**config.mk**
```make
export PLATFORM = sky130hd
export DESIGN_NAME = brc_eval_top
export DESIGN_NICKNAME = d
export VERILOG_FILES = /design/src/rtl/brc_pkg.sv /design/src/rtl/brc_cond_table.sv /design/src/rtl/brc_select.sv /design/src/rtl/brc_eval_top.sv
export SDC_FILE = /design/constraint.sdc
export NUM_CORES = 1
export LEC_CHECK = 0
export BUFFER_PORTS_ARGS = -buffer_cell sky130_fd_sc_hd__buf_4
export CORE_AREA = 2 2 39 41
export CTS_CLUSTER_DIAMETER = 50
export DETAILED_ROUTE_END_ITERATION = 16
export DIE_AREA = 0 0 41 43
export MAX_ROUTING_LAYER = met4
export REMOVE_ABC_BUFFERS = 1
export SLEW_MARGIN = 20
export SYNTH_ARGS = -nofsm -noshare
export SYNTH_HDL_FRONTEND = slang
export SYNTH_SLANG_ARGS = --single-unit
```
**constraint.sdc**
```tcl
create_clock -name clk -period 2.8 [get_ports clk]
set_input_delay 0.28 -clock clk [delete_from_list [all_inputs] [get_ports clk]]
set_output_delay 0.28 -clock clk [all_outputs]
set_load 0.02 [all_outputs]
```
**src/rtl/brc_pkg.sv**
```systemverilog
package brc_pkg;
  localparam int COND_W   = 3;
  localparam int NUM_COND = 1 << COND_W;

  typedef enum logic [COND_W-1:0] {
    BC_NE = 3'd0,
    BC_EQ = 3'd1,
    BC_GT = 3'd2,
    BC_LT = 3'd3,
    BC_GE = 3'd4,
    BC_LE = 3'd5,
    BC_OV = 3'd6,
    BC_AL = 3'd7
  } brc_cond_e;

  typedef struct packed {
    logic z;
    logic n;
    logic v;
  } brc_flags_t;
endpackage

```
**src/rtl/brc_cond_table.sv**
```systemverilog
// Evaluates every condition in parallel from the current flags.
module brc_cond_table
  import brc_pkg::*;
(
  input  brc_flags_t            flags,
  output logic [NUM_COND-1:0]   hit
);
  for (genvar i = 0; i < NUM_COND; i++) begin : g_cond
    localparam brc_cond_e CODE = brc_cond_e'(COND_W'(i));
    always_comb begin
      case (CODE)
        BC_NE:   hit[i] = ~flags.z;
        BC_EQ:   hit[i] = flags.z;
        BC_GT:   hit[i] = ~flags.z & ~flags.n;
        BC_LT:   hit[i] = flags.n;
        BC_GE:   hit[i] = ~flags.n;
        BC_LE:   hit[i] = flags.z | flags.n;
        BC_OV:   hit[i] = flags.v;
        default: hit[i] = 1'b1;
      endcase
    end
  end
endmodule

```
**src/rtl/brc_select.sv**
```systemverilog
// Picks one condition result by code.
module brc_select #(
  parameter int SEL_W = 3,
  localparam int N    = 1 << SEL_W
) (
  input  logic [N-1:0]     hits,
  input  logic [SEL_W-1:0] sel,
  output logic             pick
);
  always_comb pick = hits[sel];
endmodule

```
**src/rtl/brc_eval_top.sv**
```systemverilog
module brc_eval_top
  import brc_pkg::*;
(
  input  logic              clk,
  input  logic              rst,
  input  logic              br_valid_i,
  input  logic [COND_W-1:0] cond_i,
  input  logic              flag_z_i,
  input  logic              flag_n_i,
  input  logic              flag_v_i,
  output logic              taken_o
);
  brc_flags_t          flags;
  logic [NUM_COND-1:0] hits;
  logic                sel_hit;

  assign flags = '{z: flag_z_i, n: flag_n_i, v: flag_v_i};

  brc_cond_table u_table (
    .flags (flags),
    .hit   (hits)
  );

  brc_select #(.SEL_W(COND_W)) u_sel (
    .hits (hits),
    .sel  (cond_i),
    .pick (sel_hit)
  );

  always_ff @(posedge clk) begin
    if (rst) taken_o <= 1'b0;
    else     taken_o <= br_valid_i & sel_hit;
  end
endmodule

```
## After elaboration in Yosys (flattened, before gate mapping)

Cells that the tools add are included.

| word-level totals | value |
|---|---|
| register bits | 1 |
| bits of input ports | 9 |
| word-level logic and storage cells | 9 |

| operators by class | value |
|---|---|
| $lt $le $gt $ge | 1 |
| bitwise operators | 5 |
| mux-type cells | 2 |

Operators with widths:

| kind | count |
|---|---|
| $lt A3 B4 Y1 const B | 1 |
| $bmux W1 S3 | 1 |
| $and A1 B1 Y1 | 2 |
| $not A1 Y1 | 2 |
| $mux W1 | 1 |
| $or A1 B1 Y1 | 1 |

## Longest topological paths before layout

Gate-level depths: netlist of run 1.

| depth | value |
|---|---|
| depth after elaboration | 5 |
| gate-level depth with buffers | 3 |
| gate-level depth less buffers | 3 |

## Hierarchy

Synthesis of run 1 repeated with hierarchy kept, for this count alone.

| unflattened totals | value |
|---|---|
| cell total of the unflattened synthesis | 14 |
| area total of the unflattened synthesis | 143.9 um^2 |

By module, submodules not included:

| module | cells each | instances | area each (um^2) | sequential area each (um^2) |
|---|---|---|---|---|
| brc_select | 3 | 1 | 63.8 | 0.0 |
| brc_cond_table | 9 | 1 | 51.3 | 0.0 |
| brc_eval_top | 2 | 1 | 28.8 | 20.0 |

## Least setup slack after synthesis of run 1

Ideal clock, no wire load.

| timing | value |
|---|---|
| kind | input -> register |
| start | in cond_i[1] |
| end | reg taken_o |
| path buffers | 0 |
| arrival time | 0.968 ns |
| data required time | 2.667 ns |
| library setup time | 0.133 ns |
| setup slack | 1.699 ns |
| cell stages on the path | 3 |
| cells stage by stage | or4b_1 o31ai_1 a2111oi_2 |

| between the ends | value |
|---|---|
| cells in the longest elaborated chain, start to end | 3 |

Ends and longest elaborated chain:

| item | RTL line | text |
|---|---|---|
| start, declared | brc_eval_top.sv:7 | `input logic [COND_W-1:0] cond_i,` |
| $bmux W1 S3 | brc_select.sv:10 | `always_comb pick = hits[sel];` |
| $mux W1 (implied by the code) | brc_select.sv:10 |  |
| $and A1 B1 Y1 | brc_eval_top.sv:32 | `else taken_o <= br_valid_i & sel_hit;` |
| end signal, assigned | brc_eval_top.sv:32 |  |
| end, declared | brc_eval_top.sv:11 | `output logic taken_o` |

No other way between the ends. The select of a mux whose other input is x is not followed.
A chain may end at the register's enable or synchronous reset.

## Worst setup path in the final report of run 1

Ends and elaborated chain as after synthesis.

==> results of run 1 <==
## routing by layer
metal / wire length, µm / share of wire (%) / up-vias
li1: - / - / 59
met1: 69 / 30 / 57
met2: 117 / 51 / 7
met3: 43 / 19 / 0
met4: 0 / 0 / 0
met5: 0 / 0 / -
## layout make-up
cell class / instances / area, µm²
Fill cell: 155 / 1202
Inverter: 1 / 3.754
Multi-Input combinational cell: 8 / 70.07
Sequential cell: 1 / 20.02
Tap cell: 16 / 20.02
Timing Repair Buffer: 9 / 67.56
## stage by stage
step	area, µm²	power (mW)	instances	worst slack [ps]	hold slack (ps)
CTS	181.4	0.03548	35	1532	447.9
global placement	181.4	0.03539	35	1538	445.9
floorplan	93.84	0.02261	10	1699	348.9
detailed placement	181.4	0.03540	35	1533	447.9
global route	181.4	0.03727	35	1496	452.3
finish	181.4	0.03497	35	1539	445.0
## cell families (layout without fill, tap and decap cells)
family | Yosys count | in the layout | synth area share (%)
simple gates | 3 | 3 | 22.67
compound gates | 4 | 4 | 39.99
flops | 1 | 1 | 21.33
mux | 1 | 1 | 12.00
buf+inv | 1 | 10 | 3.996
## worst max-delay path, delay by kind of cell
family | cells | cell delay, ps
AND/OR/NAND/NOR | 1 | 510
AO/OA/AOI/OAI | 2 | 210
buffers and inverters | 1 | 120
## worst max-delay path by stage
stage               startpoint      end  slack [ps]  depth (start not counted)
finish               cond_i[1]  taken_o        1540                          4
global route         cond_i[1]  taken_o        1500                          4
CTS                  cond_i[1]  taken_o        1530                          4
detailed placement   cond_i[1]  taken_o        1530                          4
global placement     cond_i[1]  taken_o        1540                          4
floorplan            cond_i[1]  taken_o        1700                          3
## power by group through the flow
stage	registers (mW)	clock network (mW)	logic [mW]
CTS	0.0156	0	0.0199
global route	0.0157	0	0.0216
finish	0.0156	0	0.0194
detailed placement	0.0156	0	0.0198
global placement	0.0156	0	0.0198
floorplan	0.0167	0	0.00594
## cells in the final DEF, fill, tap and decap left out
master and instances:
mux2_1 1, buf_4 9, or4b_1 1, and2_2 1, o31ai_1 1, a2111oi_2 1, nor2_1 1, inv_1 1
dfxtp_1 1, a211oi_1 2
==> impl_metrics.tcl, run 1 <==
set metrics [dict create \
    status "finished, final reports clean" \
    crit_arrival_ps 1130 \
    tightestPinTransition_ps 267.7 \
    largest_reg_flops 1 \
    rows 14 \
    internal-power_mw 0.02733 \
    crit_chain "buf_4 -> or4b_1 -> o31ai_1 -> a2111oi_2" \
    grtUsageMet1_pct 0.9524 \
    ant_nets 0 \
    syn_inst 10 \
    met3_usage_pct 0 \
    reg_top3 "taken_o x1" \
    top_register "taken_o" \
    drcViolationCount 0 \
    globalRouteMet2Util_pct 5.313 \
    antenna_cells 0 \
    p_comb_share_pct 55.5 \
    syn_area_um2 93.84 \
    yosysWarnings 0 \
    synthTopCellsByArea "dfxtp_1 (21%), a2111oi_2 (16%), a211oi_1 (16%), mux2_1 (12%), or4b_1 (11%)" \
    switching_share_pct 21.85 \
    power_density_nw_per_um2 192.7 \
    switching_power_mw 0.007639 \
    io_buffers 9 \
    cts_resized 0 \
    synth_edf_count 0 \
    setup_violations 0 \
    power_leakage_nw 0.07471 \
    seqPwrFrac_pct 44.5 \
    ys_dominant_reg_cell "dfxtp_1" \
    ys_seq_area_share_pct 21.33 \
    io_pins 10 \
    nets 30 \
    cp_max_fo 5 \
    relSlewSlack_pct 82.00 \
    final_util_pct 13.11 \
    hold_depth 2 \
    antenna_found_initial 0 \
    cap_violations 0 \
    fmax_ghz 0.7931 \
    ys_ff_latch 1 \
    post-synth-top-count-cell "a211oi_1" \
    start_util_pct 6.781 \
    synth_top_area_share_pct 21.33 \
    grt.busiest_layer "met2" \
    layout-drive-gt1-share_pct 57.89 \
    max_stage_delay_ps 510 \
    grt_pass1_wl_um 276 \
    globalRouteOverflowTotal 0 \
    dieArea_um2 1763 \
    drv_slew 0 \
    die_x_um 41 \
    required_ps 2660 \
    fin_crit_ps 1261 \
    hold_viol_final 0 \
    cts-hold-fix-buffers 0 \
    grt_max_degree 6 \
    clockPowerShare_pct 0 \
    cp-end-kind "register" \
    crit_slowest_cell "or4b_1" \
    hp-start "rst" \
    min_to "taken_o" \
    worst_setup_path_start_kind "input pin" \
    post_cts_buffers 0 \
    path_clk_slew_ps 0 \
    irDropWorstVdd_uv 23.16 \
    grt_setup_unrepaired "no" \
    first_global_vias 103 \
    num_vias 123 \
    synth_top_cell_by_area "dfxtp_1" \
    min_period_over_period_pct 45.03 \
    detail_route.iter0.violations 0 \
    synth_area_per_cell_um2 9.384 \
    wl_um 231 \
    core_um2 1384 \
    drtPass1Iterations 1 \
    fin_tns_setup_ps 0 \
    grt_usage_pct 2.049 \
    wire_per_inst_um 6.600 \
    async_reset_ff_share_pct 0 \
    viasPerCell 3.514 \
    die_h_um 43 \
    hold_path.class "input pin to register" \
    setup.worst_path.class "input pin to register" \
    place_congestion 0.4151 \
    synth.distinct_cells 9 \
    areaGrowthSynthToFinish_pct 93.33 \
]
(Power assumes the default switching activity.)
==> run 2, diff against run 1 <==
Clock period 2.8 ns to 1.25 ns, I/O delays scaled along.
==> run 2 against run 1 <==
Net effect: sequential cell count unchanged; die area unchanged; power increased by 130%; hold slack got worse by 150 ps; utilization unchanged; largest cell class unchanged; worst setup slack got worse by 1400 ps; critical path type unchanged; routed wire length increased by 5.2%; combinational power increased by 130%; cell count unchanged; sequential share of layout area unchanged; first-iteration DRC count unchanged.
==> impl_metrics.tcl, run 2 (same netlist as run 1, synthesis figures left out) <==
set metrics [dict create \
    status "finished, final reports clean" \
    cp-end-kind "register" \
    path_clk_slew_ps 0 \
    core_um2 1384 \
    top_register "taken_o" \
    cap_violations 0 \
    die_x_um 41 \
    grt_pass1_wl_um 282 \
    hp-start "rst" \
    io_buffers 9 \
    cts-hold-fix-buffers 0 \
    hold_depth 2 \
    grt_usage_pct 2.152 \
    hold_viol_final 0 \
    power_density_nw_per_um2 435.2 \
    layout-drive-gt1-share_pct 57.89 \
    setup_violations 0 \
    hold_path.class "input pin to register" \
    cts_resized 0 \
    detail_route.iter0.violations 0 \
    place_congestion 0.4151 \
    reg_top3 "taken_o x1" \
    globalRouteOverflowTotal 0 \
    crit_arrival_ps 980 \
    setup.worst_path.class "input pin to register" \
    largest_reg_flops 1 \
    crit_chain "buf_4 -> or4b_1 -> o31ai_1 -> a2111oi_2" \
    pre_cts_slack_ps 139.3 \
    mostFrequentLayoutCells "buf_4 (9), a211oi_1 (2)" \
    nFillCells 155 \
    start_util_pct 6.781 \
    irDropWorstVdd_uv 52.61 \
    areaGrowthSynthToFinish_pct 93.33 \
    drcViolationCount 0 \
    relSlewSlack_pct 80.80 \
    wl_um 243 \
    setup_ws_ps 135.7 \
    crit_slowest_cell "or4b_1" \
    io_pins 10 \
    antenna_cells 0 \
    antenna_found_initial 0 \
    wire_per_inst_um 6.943 \
    worst_setup_path_start_kind "input pin" \
    fin_crit_ps 1114 \
    rows 14 \
    first_global_vias 98 \
    cp_max_fo 5 \
    nets 30 \
    die_h_um 43 \
    final_util_pct 13.11 \
    power_leakage_nw 0.07471 \
    min_to "taken_o" \
    drtPass1Iterations 1 \
    dieArea_um2 1763 \
    required_ps 1110 \
    final_common_cell "buf_4" \
    fmax_ghz 0.8974 \
    post_cts_buffers 0 \
    fin_tns_setup_ps 0 \
    grt_setup_unrepaired "no" \
    viasPerCell 3.343 \
    ant_nets 0 \
    drv_slew 0 \
    max_stage_delay_ps 510 \
    grt_max_degree 6 \
    min_period_over_period_pct 89.15 \
    tightestPinTransition_ps 285.6 \
    num_vias 117 \
]
run 2: power by group:
part	internal, mW	total [mW]	switching [mW]
Sequential	0.0345	0.0349	0.000463
Clock	0	0	0
Combinational	0.0268	0.0440	0.0172
run 2: area by class of cell:
class	instances	area [µm²]	area share, %
inverters	1	3.754	2.069
repair buffers	9	67.56	37.24
multi-input cells	8	70.07	38.62
flip-flops and latches	1	20.02	11.03
well taps	16	20.02	11.03
run 2: per-stage QoR:
stage          instance area [µm²]  cells  hold slack, ps  power, mW
6_report                     181.4     35           291.3    0.07895
5_1_grt                      181.4     35           298.8    0.08321
4_1_cts                      181.4     35           294.7    0.07951
3_5_place_dp                 181.4     35           294.7    0.07939
3_3_place_gp                 181.4     35           291.6    0.07908
2_1_floorplan                93.84     10           193.9    0.05065
run 2: worst max-delay path by stage:
stage / startpoint / endpoint / slack (ps) / cells after the start
2_1_floorplan: cond_i[1] / taken_o / 300 / 3
3_5_place_dp: cond_i[1] / taken_o / 140 / 4
5_1_grt: cond_i[1] / taken_o / 90 / 4
4_1_cts: cond_i[1] / taken_o / 130 / 4
3_3_place_gp: cond_i[1] / taken_o / 140 / 4
6_report: cond_i[1] / taken_o / 140 / 4
run 2: critical path: cells and delay by family:
family	cells	cell delay [ps]
AO/OA/AOI/OAI	2	210
buffers and inverters	1	130
AND/OR/NAND/NOR	1	510
run 2: metal layers:
metal	vias to the layer above	share of wire [%]	global-route usage, %
li1	59	-	-
met1	51	36	1.270
met2	7	48	5.313
met3	0	15	0
met4	0	0	0
met5	-	0	-
==> run 3, diff against run 2 <==
Settings changed: CTS_BUF_LIST set to sky130_fd_sc_hd__clkbuf_16, RECOVER_POWER set to 25.
Clock period 1.25 ns to 0.9 ns, I/O delays scaled along.
==> run 3 against run 2 <==
Net effect: the run now ends with setup timing left; utilization up 2.1 points; global-route usage is 0.72 points higher; combinational power rose by 75%; power rose by 59%; highest routed layer unchanged.
==> impl_metrics.tcl, run 3 (same netlist as run 1, synthesis figures left out) <==
set metrics [dict create \
    stdcell_count 36 \
    internal-power_mw 0.09386 \
    post_cts_buffers 0 \
    wl_um 323 \
    hp-start "rst" \
    drcViolationCount 0 \
    place_area_um2 188.9 \
    rows 14 \
    die_h_um 43 \
    met2_length_um 201 \
    power_leakage_nw 0.08286 \
    die_x_um 41 \
    grt_setup_unrepaired "yes" \
    start_util_pct 6.781 \
    dieArea_um2 1763 \
    setup.worst_path.class "input pin to register" \
    grt_max_degree 6 \
    ant_nets 0 \
    required_ps 770 \
    post-place-cells 36 \
    largest_reg_flops 1 \
    switching_share_pct 25.12 \
    cp_max_fo 3 \
    io_pins 10 \
    mostFrequentLayoutCells "buf_4 (7), a211oi_1 (2), buf_6 (2)" \
    clockPowerShare_pct 0 \
    cp-end-kind "register" \
    setup_ws_ps -130.6 \
    route.met3.wl_um 42 \
    hold_viol_final 0 \
    top_register "taken_o" \
    place_congestion 0.4151 \
    relSlewSlack_pct 82.41 \
    fmax_ghz 0.9703 \
    switching_power_mw 0.03149 \
    drv_slew 0 \
    routed.top_layer "met3" \
    layout-drive-gt1-share_pct 65.00 \
    num_vias 133 \
    min_to "taken_o" \
    hold_path.class "input pin to register" \
    tightestPinTransition_ps 262.2 \
    min_period_over_period_pct 114.5 \
    cts-hold-fix-buffers 0 \
    path_clk_slew_ps 0 \
    hold_depth 2 \
    p_comb_share_pct 61.4 \
    nFillCells 163 \
    core_um2 1384 \
    seqPwrFrac_pct 38.6 \
    irDropWorstVdd_uv 80.76 \
    cap_violations 0 \
    final_area_um2 210.2 \
    setup_violations 1 \
    areaGrowthSynthToFinish_pct 124.0 \
    fin_crit_ps 1031 \
    io_buffers 9 \
    grt_pass1_wl_um 358 \
    grt_usage_pct 2.869 \
    antenna_cells 0 \
    globalRouteOverflowTotal 0 \
    viasPerCell 3.694 \
    detail_route.iter0.violations 0 \
    status "complete, but fails checks" \
    worst_setup_path_start_kind "input pin" \
    nets 31 \
    first_global_vias 112 \
    reg_top3 "taken_o x1" \
    crit_arrival_ps 900 \
    drtPass1Iterations 1 \
    wl_met1_um 79 \
    violations "setup timing" \
    final_common_cell "buf_4" \
    antenna_found_initial 0 \
    wire_per_inst_um 8.972 \
    power_density_nw_per_um2 596.3 \
]
[run 3: changes by cell type in the layout (fill, tap and decap cells not counted)]
| cell | change |
|---|---|
| o31ai_1 | -1 |
| or4b_1 | -1 |
| buf_4 | -2 |
| buf_6 | +2 |
| o31ai_4 | +1 |
| or4b_4 | +1 |
| clkbuf_1 | +1 |
[run 3: power groups by stage]
stage | clock [mW] | sequential, mW | combinational [mW]
after floorplan | 0 | 0.0519 | 0.0185
after global placement | 0 | 0.0485 | 0.0651
after detailed placement | 0 | 0.0485 | 0.0651
after CTS | 0 | 0.0485 | 0.0783
after global routing | 0 | 0.0489 | 0.0836
final | 0 | 0.0484 | 0.0770
[run 3: how the worst max path moves through the flow]
stage	start	slack (ps)	endpoint
finish	flag_z_i	-130	taken_o
detailed placement	cond_i[1]	-180	taken_o
floorplan	cond_i[1]	-10	taken_o
global route	flag_z_i	-170	taken_o
CTS	flag_z_i	-130	taken_o
global placement	cond_i[1]	-170	taken_o
[run 3: timing repair]
item,4_1_cts,5_1_grt
endpoints found under the setup margin,1,1
gates resized for setup,5,0
hold endpoints to repair,0,0
pin swaps,2,1
[run 3: metrics by stage]
| step | hold slack, ps | total power, mW | TNS [ps] | util (%) | setup slack (ps) |
|---|---|---|---|---|---|
| 6_report | 265.5 | 0.1253 | -130.6 | 15.19 | -130.6 |
| 2_1_floorplan | 158.9 | 0.07035 | -10.99 | - | -10.99 |
| 3_3_place_gp | 254.8 | 0.1135 | -173.1 | 13.65 | -173.1 |
| 5_1_grt | 281.6 | 0.1324 | -166.8 | 15.19 | -166.8 |
| 4_1_cts | 258.5 | 0.1267 | -132.4 | 15.46 | -132.4 |
| 3_5_place_dp | 258.5 | 0.1136 | -183.8 | 13.65 | -183.8 |
[run 3: layer usage]
metal  vias up  GRT usage (%)
met4         0              0
met2         7          8.438
met1        64         0.3175
li1         62              -
met3         0              0
met5         -              -
[run 3: worst max-delay path, stage by stage]
cell       delay [ps]
buf_6              90
or4b_4            540
o31ai_4            80
a2111oi_2         100
[run 3: area by class of cell]
| cell class | instances | area (µm²) | area share [%] |
|---|---|---|---|
| inverter | 1 | 3.754 | 1.786 |
| multi-input combinational | 8 | 87.58 | 41.67 |
| sequential | 1 | 20.02 | 9.524 |
| tap | 16 | 20.02 | 9.524 |
| timing repair buffer | 10 | 78.83 | 37.50 |
